[config.mk]
export PLATFORM = sky130hd
export DESIGN_NAME = rtc_alarm_cmp
export DESIGN_NICKNAME = d
export VERILOG_FILES = /design/src/rtl/rtc_alarm_pkg.sv /design/src/rtl/rtc_alarm_regs.sv /design/src/rtl/rtc_alarm_match.sv /design/src/rtl/rtc_alarm_pend.sv /design/src/rtl/rtc_alarm_cmp.sv
export SDC_FILE = /design/constraint.sdc
export NUM_CORES = 1
export LEC_CHECK = 0
export BUFFER_PORTS_ARGS = -buffer_cell sky130_fd_sc_hd__buf_2
export CORE_MARGIN = 5
export CORE_UTILIZATION = 53
export DETAILED_ROUTE_END_ITERATION = 6
export PLACE_DENSITY = 0.85
export RECOVER_POWER = 50
export SLEW_MARGIN = 5
export SYNTH_ARGS = -nofsm -noshare
export SYNTH_HDL_FRONTEND = slang
export SYNTH_SLANG_ARGS = --single-unit
[constraint.sdc]
create_clock -name clk -period 1.7 [get_ports clk]
set_input_delay 0.17 -clock clk [delete_from_list [all_inputs] [get_ports clk]]
set_output_delay 0.17 -clock clk [all_outputs]
set_load 0.01 [all_outputs]
[src/rtl/rtc_alarm_pkg.sv]
// Package: rtc_alarm_pkg
// Shared constants for the calendar alarm match unit: field count, field
// widths, register addresses and the bit positions that have a meaning.
package rtc_alarm_pkg;

    localparam int NUM_FIELDS = 6;
    localparam int FIELD_W    = 12;
    localparam int ADDR_W     = 3;
    localparam int CTRL_W     = NUM_FIELDS + 1;
    localparam int MASTER_BIT = NUM_FIELDS;
    localparam int PEND_BIT   = 1;

    localparam int SEC_W  = 7;
    localparam int MIN_W  = 7;
    localparam int HOUR_W = 6;
    localparam int DAY_W  = 6;
    localparam int MON_W  = 5;
    localparam int YEAR_W = 12;

    typedef enum logic [ADDR_W-1:0] {
        RA_CTRL = 3'd0,
        RA_PEND = 3'd1,
        RA_SEC  = 3'd2,
        RA_MIN  = 3'd3,
        RA_HOUR = 3'd4,
        RA_DAY  = 3'd5,
        RA_MON  = 3'd6,
        RA_YEAR = 3'd7
    } reg_addr_e;

    // Stored width of field idx, where 0 is seconds and 5 is year.
    function automatic int field_bits(input int idx);
        case (idx)
            0, 1:    return SEC_W;
            2, 3:    return HOUR_W;
            4:       return MON_W;
            default: return YEAR_W;
        endcase
    endfunction

endpackage

[src/rtl/rtc_alarm_regs.sv]
// Module: rtc_alarm_regs
// Holds the alarm control register and the six alarm value registers.
// Each value is masked to its field width when written. The control
// register keeps seven bits. Assumes that a write is a one-cycle
// wr_en with addr and wdata valid in that cycle.
module rtc_alarm_regs
    import rtc_alarm_pkg::*;
(
    input  logic                               clk,
    input  logic                               rst_n,
    input  logic                               wr_en,
    input  logic [ADDR_W-1:0]                  addr,
    input  logic [FIELD_W-1:0]                 wdata,
    output logic [CTRL_W-1:0]                  ctrl_q,
    output logic [NUM_FIELDS-1:0][FIELD_W-1:0] alm_q
);

    // Control register: compare enables and the master enable.
    always_ff @(posedge clk) begin
        if (!rst_n)
            ctrl_q <= '0;
        else if (wr_en && addr == RA_CTRL)
            ctrl_q <= wdata[CTRL_W-1:0];
    end

    // One masked value register per field.
    for (genvar gi = 0; gi < NUM_FIELDS; gi++) begin : g_field
        localparam int                  FB    = field_bits(gi);
        localparam logic [FIELD_W-1:0]  MASK  = FIELD_W'((1 << FB) - 1);
        localparam logic [ADDR_W-1:0]   MY_AD = ADDR_W'(int'(RA_SEC) + gi);

        // Store the masked write value when this field's address is hit.
        always_ff @(posedge clk) begin
            if (!rst_n)
                alm_q[gi] <= '0;
            else if (wr_en && addr == MY_AD)
                alm_q[gi] <= wdata & MASK;
        end
    end

endmodule

[src/rtl/rtc_alarm_match.sv]
// Module: rtc_alarm_match
// Purely combinational compare of each enabled alarm field against the
// current calendar field. The results are ORed into one hit.
// Assumes that both operands are zero-extended to FIELD_W bits.
module rtc_alarm_match
    import rtc_alarm_pkg::*;
(
    input  logic [NUM_FIELDS-1:0]              field_en,
    input  logic [NUM_FIELDS-1:0][FIELD_W-1:0] alm_val,
    input  logic [NUM_FIELDS-1:0][FIELD_W-1:0] cur_val,
    output logic [NUM_FIELDS-1:0]              field_hit,
    output logic                               any_hit
);

    // Compare each field over the full width, so the year hundreds digit counts.
    for (genvar gi = 0; gi < NUM_FIELDS; gi++) begin : g_cmp
        assign field_hit[gi] = field_en[gi] && (alm_val[gi] == cur_val[gi]);
    end

    // A hit on any enabled field is enough.
    assign any_hit = |field_hit;

endmodule

[src/rtl/rtc_alarm_pend.sv]
// Module: rtc_alarm_pend
// Sticky alarm-pending flag. A fire sets it. A write-one-to-clear resets
// it. A fire takes priority over a clear in the same cycle.
// Assumes that fire and clr are single-cycle qualified strobes.
module rtc_alarm_pend (
    input  logic clk,
    input  logic rst_n,
    input  logic fire,
    input  logic clr,
    output logic pend_q
);

    // Set on a fire, otherwise clear on request, otherwise hold.
    always_ff @(posedge clk) begin
        if (!rst_n)
            pend_q <= 1'b0;
        else if (fire)
            pend_q <= 1'b1;
        else if (clr)
            pend_q <= 1'b0;
    end

endmodule

[src/rtl/rtc_alarm_cmp.sv]
// Module: rtc_alarm_cmp
// Top level of the calendar alarm match unit. It wires the register file,
// the field matcher and the pending flag together, and drives the read
// mux. Assumes that sec_tick is a one-cycle pulse, given once the calendar
// inputs show the new second. The calendar counter is outside this block.
module rtc_alarm_cmp
    import rtc_alarm_pkg::*;
#(
    parameter int DATA_W = FIELD_W
) (
    input  logic              clk,
    input  logic              rst_n,
    input  logic              wr_en,
    input  logic [ADDR_W-1:0] addr,
    input  logic [DATA_W-1:0] wdata,
    output logic [DATA_W-1:0] rdata,
    input  logic              sec_tick,
    input  logic [SEC_W-1:0]  cur_sec,
    input  logic [MIN_W-1:0]  cur_min,
    input  logic [HOUR_W-1:0] cur_hour,
    input  logic [DAY_W-1:0]  cur_day,
    input  logic [MON_W-1:0]  cur_mon,
    input  logic [YEAR_W-1:0] cur_year,
    output logic              alarm_irq
);

    logic [CTRL_W-1:0]                  ctrl_q;
    logic [NUM_FIELDS-1:0][FIELD_W-1:0] alm_q;
    logic [NUM_FIELDS-1:0][FIELD_W-1:0] cur_val;
    logic [NUM_FIELDS-1:0]              field_hit;
    logic                               any_hit;
    logic                               fire;
    logic                               clr;
    logic                               pend_q;

    rtc_alarm_regs u_regs (
        .clk    (clk),
        .rst_n  (rst_n),
        .wr_en  (wr_en),
        .addr   (addr),
        .wdata  (wdata[FIELD_W-1:0]),
        .ctrl_q (ctrl_q),
        .alm_q  (alm_q)
    );

    // Zero-extend the calendar fields into the matcher's common width.
    always_comb begin
        cur_val[0] = FIELD_W'(cur_sec);
        cur_val[1] = FIELD_W'(cur_min);
        cur_val[2] = FIELD_W'(cur_hour);
        cur_val[3] = FIELD_W'(cur_day);
        cur_val[4] = FIELD_W'(cur_mon);
        cur_val[5] = FIELD_W'(cur_year);
    end

    rtc_alarm_match u_match (
        .field_en  (ctrl_q[NUM_FIELDS-1:0]),
        .alm_val   (alm_q),
        .cur_val   (cur_val),
        .field_hit (field_hit),
        .any_hit   (any_hit)
    );

    // Fire only on the strobe, with the master enable set.
    assign fire = sec_tick && ctrl_q[MASTER_BIT] && any_hit;
    // Clear only by a write that has the pending bit set.
    assign clr  = wr_en && (addr == RA_PEND) && wdata[PEND_BIT];

    rtc_alarm_pend u_pend (
        .clk    (clk),
        .rst_n  (rst_n),
        .fire   (fire),
        .clr    (clr),
        .pend_q (pend_q)
    );

    assign alarm_irq = pend_q;

    // Read mux: control, pending flag at its fixed bit, or an alarm value.
    always_comb begin
        rdata = '0;
        case (addr)
            RA_CTRL: rdata = DATA_W'(ctrl_q);
            RA_PEND: rdata = DATA_W'({pend_q, {PEND_BIT{1'b0}}});
            default: rdata = DATA_W'(alm_q[addr - RA_SEC]);
        endcase
    end

endmodule

==> summary.md <==
| Metric | Value |
|---|---|
| Status | complete, but fails checks |
| Failing checks | negative setup slack |
| Peak supply drop | approximately 340 uV |
| RSZ-0062 raised after global routing | true |
| Slew Viols, Final | 0 |
| Setup TNS Final | -0.122 ns |
| Cells after DPL | about 470 |
| Hold path start | wdata[10] |
| CTS buffer count | 5 |
| Non-filler instance count after layout | 481 |
| Drt pass-1 iters | 4 |
| CTS Hold Bufs | 0 |
| Setup Viol. Count Final | 3 |
| Top sig layer | met4 |
| Power density over the cells | 654 nW/um^2 |
| Part of the Yosys area used for sequential elements | between 30% and 40% |
| Final ANT Viol Nets | 0 |
| Distinct cell type count after synthesis | 35 |
| First-pass GRT wire length | between 10 and 15 mm |
| #FFs+latches synth | between 50 and 60 |
| CTS tree | yes |
| FF-to-FF path depth | 5 |
| Max_cap viols | 0 |
| Critical path class | reg -> out |
| Max Buffers Root-to-Sink | 2 |
| Die Span Y | about 85 um |
| Clk_skew | between 0.004 and 0.005 ns |
| Hold Path Class | in -> reg |
| R2R Setup Slk | ~0.19 ns |
| Hold Path Depth | 3 |
| Final hold violations | 0 |
| Crit. End Element | primary output |
| Final WS setup | -0.0609 ns |
| ANT cells | 0 |
| Metal-1 WL | around 3.5 mm |
| GRT Util Overall | about a quarter |
| CP max-delay cell | mux4_2 |
| Initial DRC Count | between 300 and 400 |
| Ratio of cells with drive above 1 in the final layout | 31.5% |
| Clk slew on worst S/H paths | about 0.09 ns |
| Yosys warns | 0 |
| Total number of vias | between 2000 and 3000 |
| Met3 WL | 670 um |
| CP Cell Sequence | mux4_2 > a211oi_2 > a21oi_2 > buf_2 |
| Cell count after synthesis | 331 |
| CTS H-tree depth | 2 |
| Placement Setup Slack | 0.0387 ns |
| Part of the cycle the worst path needs | 104% |
| Core Rows | 27 |
| DR WL met2 | roughly 3.8 mm |
| Routed wire per std cell | about 17 um |
| FF-to-FF Start | u_regs.alm_q[37] |
| Synth Net Count | a little under 400 |
| GRT Residual Overflow | 0 |
| # IOs | 75 |
| Startpoint types | flop |
| CP max FO | 2 |
| Critical Path RT | 1.53 ns |
| Post-layout min period | around 1.8 ns |
| Gpl congestion | approximately 0.97 |
| Slowest stage delay, CP | between 0.4 and 0.5 ns |
| Avg Cell Area, Syn | approximately 8.9 um^2 |
| # fillers | 435 |
| Leak pwr | 0.00148 uW |
| Worst path arrival time | between 1.5 and 2 ns |
| Relative slew slack | between 50% and 60% |
| Initial Util | 54.1% |
| WL final | around 8 mm |
| Pin count of the biggest net entering global routing | 22 |
| Drt drc | 0 |
| Die area | just over 7000 um^2 |
| Routed vias/inst | between 5 and 6 |
| CORE AREA | roughly 5400 um^2 |
| Slew @ Worst Pin | between 0.5 and 0.6 ns |
| DP HPWL | 6.37 mm |
| Port Buffers | 74 |
| Die Span X | 84.5 um |
| Area grow syn2layout | 20.7% |
| TritonCTS Sinks | between 50 and 60 |
| Final nets | between 400 and 500 |
| Clock Root Buffer | clkbuf_8 |
| FMAX | 568 MHz |
| Number of global-route vias before repair | between 2000 and 3000 |
| Mapped cell area | 2940 um^2 |
| Worst Hold Endpoint | u_regs.alm_q[70] |
| Antenna violations before repair | 0 |
| R2R Path End | u_pend.pend_q |
| Worst-Skew Late Latency | ~0.31 ns |
==> worst max-delay path by stage <==
stage               cells after the start             start       end
global route                            4  u_regs.alm_q[13]  rdata[1]
global placement                        8           addr[2]  rdata[6]
CTS                                     4   u_regs.alm_q[5]  rdata[5]
detailed placement                      8           addr[2]  rdata[6]
finish                                  4  u_regs.alm_q[13]  rdata[1]
floorplan                               7           addr[2]  rdata[6]
==> cell usage in the layout (no fill, tap or decap), types with 3 or more instances in the layout <==
master    instances
nor4_1            5
nand4_1           7
xor2_1           23
clkbuf_8          5
dfxtp_1          31
a21oi_1           3
o21ai_1           5
and2_1            6
nor2_1           11
buf_4            13
xnor2_1          20
a21boi_0         21
mux2i_1          25
nor2b_1          20
nand3_1          13
clkbuf_1          4
nand2_1          61
dfxtp_2          20
buf_2            72
a21boi_1         10
nand3b_1          5
mux4_2            6
==> where the power goes <==
group / switching [uW] / internal [uW]
clock network: 399 / 290
registers: 25.7 / 1220
logic: 200 / 188
total: 625 / 1700
==> final cells by class <==
cell class	instances	area, um^2	share of cell area [%]
clock buffer	7	76.3	2.15
clock inverter	1	5.00	0.141
inverter	2	7.51	0.211
multi-input combinational	259	1820	51.3
sequential	51	1050	29.5
tap	72	90.1	2.54
timing repair buffer	89	505	14.2
==> per-layer routing <==
layer,track usage [%],vias up
li1,-,1286
met3,4.61,19
met5,0,-
met2,38.9,124
met1,30.6,1283
met4,7.91,0
==> kinds of logic (layout without fill, tap and decap cells) <==
logic type                 count (synthesis)  after routing  synth area share, %
xor gates and xnor gates                  43             43                 12.8
buffers and inverters                     21             99                 4.00
DFF                                       51             51                 34.7
and+or+nand+nor                          132            132                 22.2
muxes                                     32             32                 13.5
adders and majority gates                  1              1                0.425
AOI/OAI and AO/OA                         51             51                 12.3
==> worst max-delay path, delay by kind of cell (launching register included) <==
family / cells / cell delay, ns
buffers and inverters: 1 / 0.15
multiplexers: 1 / 0.48
AO/OA/AOI/OAI: 2 / 0.31
flip-flops: 1 / 0.34
==> metrics by stage <==
step / cell area [um^2] / hold slack (ns) / util (%) / power, uW
finish: 3550 / 0.102 / 65.3 / 2320
global route: 3550 / 0.115 / 65.3 / 2410
CTS: 3520 / 0.103 / 64.7 / 2310
detailed placement: 3400 / 0.428 / 62.5 / 1650
global placement: 3400 / 0.417 / 62.5 / 1630
floorplan: 2940 / 0.305 / - / 1480
==> cell usage after synthesis <==
master,count,area [um^2]
buf_2,4,20.0
nand4_2,1,12.5
o31ai_2,1,12.5
a21boi_0,21,158
mux4_2,6,135
buf_6,3,33.8
nand2_1,61,229
a21oi_1,5,25.0
nor2_1,11,41.3
xnor2_1,20,175
o21ai_0,6,30.0
buf_4,3,22.5
nor2b_1,20,125
nand4_1,6,37.5
a41oi_1,2,17.5
nand3b_1,5,37.5
a211oi_1,1,7.51
and2_1,6,37.5
a22o_1,1,8.76
nand3_1,13,65.1
a22oi_1,1,7.51
clkbuf_1,9,33.8
mux2i_1,25,250
a21boi_1,10,75.1
xor2_1,23,201
ha_1,1,12.5
o41ai_1,1,8.76
nand4b_1,1,8.76
nor4_1,5,31.3
mux2_2,1,11.3
a31oi_1,2,12.5
inv_1,2,7.51
nor2_2,2,12.5
dfxtp_1,51,1020
nor3_4,1,16.3
==> registers in the layout, indices dropped and copies added, names as in the netlist <==
| signal | cells |
|---|---|
| u_regs.alm_q | 43 |
| u_pend.pend_q | 1 |
| u_regs.ctrl_q | 7 |
==> timing repair <==
item                                    CTS  global route
gates resized for setup                  18            12
endpoints found under the setup margin    6             7
pin swaps                                 1             0
setup buffers                             1             3
gates cloned                              0             0
Note: power is estimated with default switching activity, not from simulation.
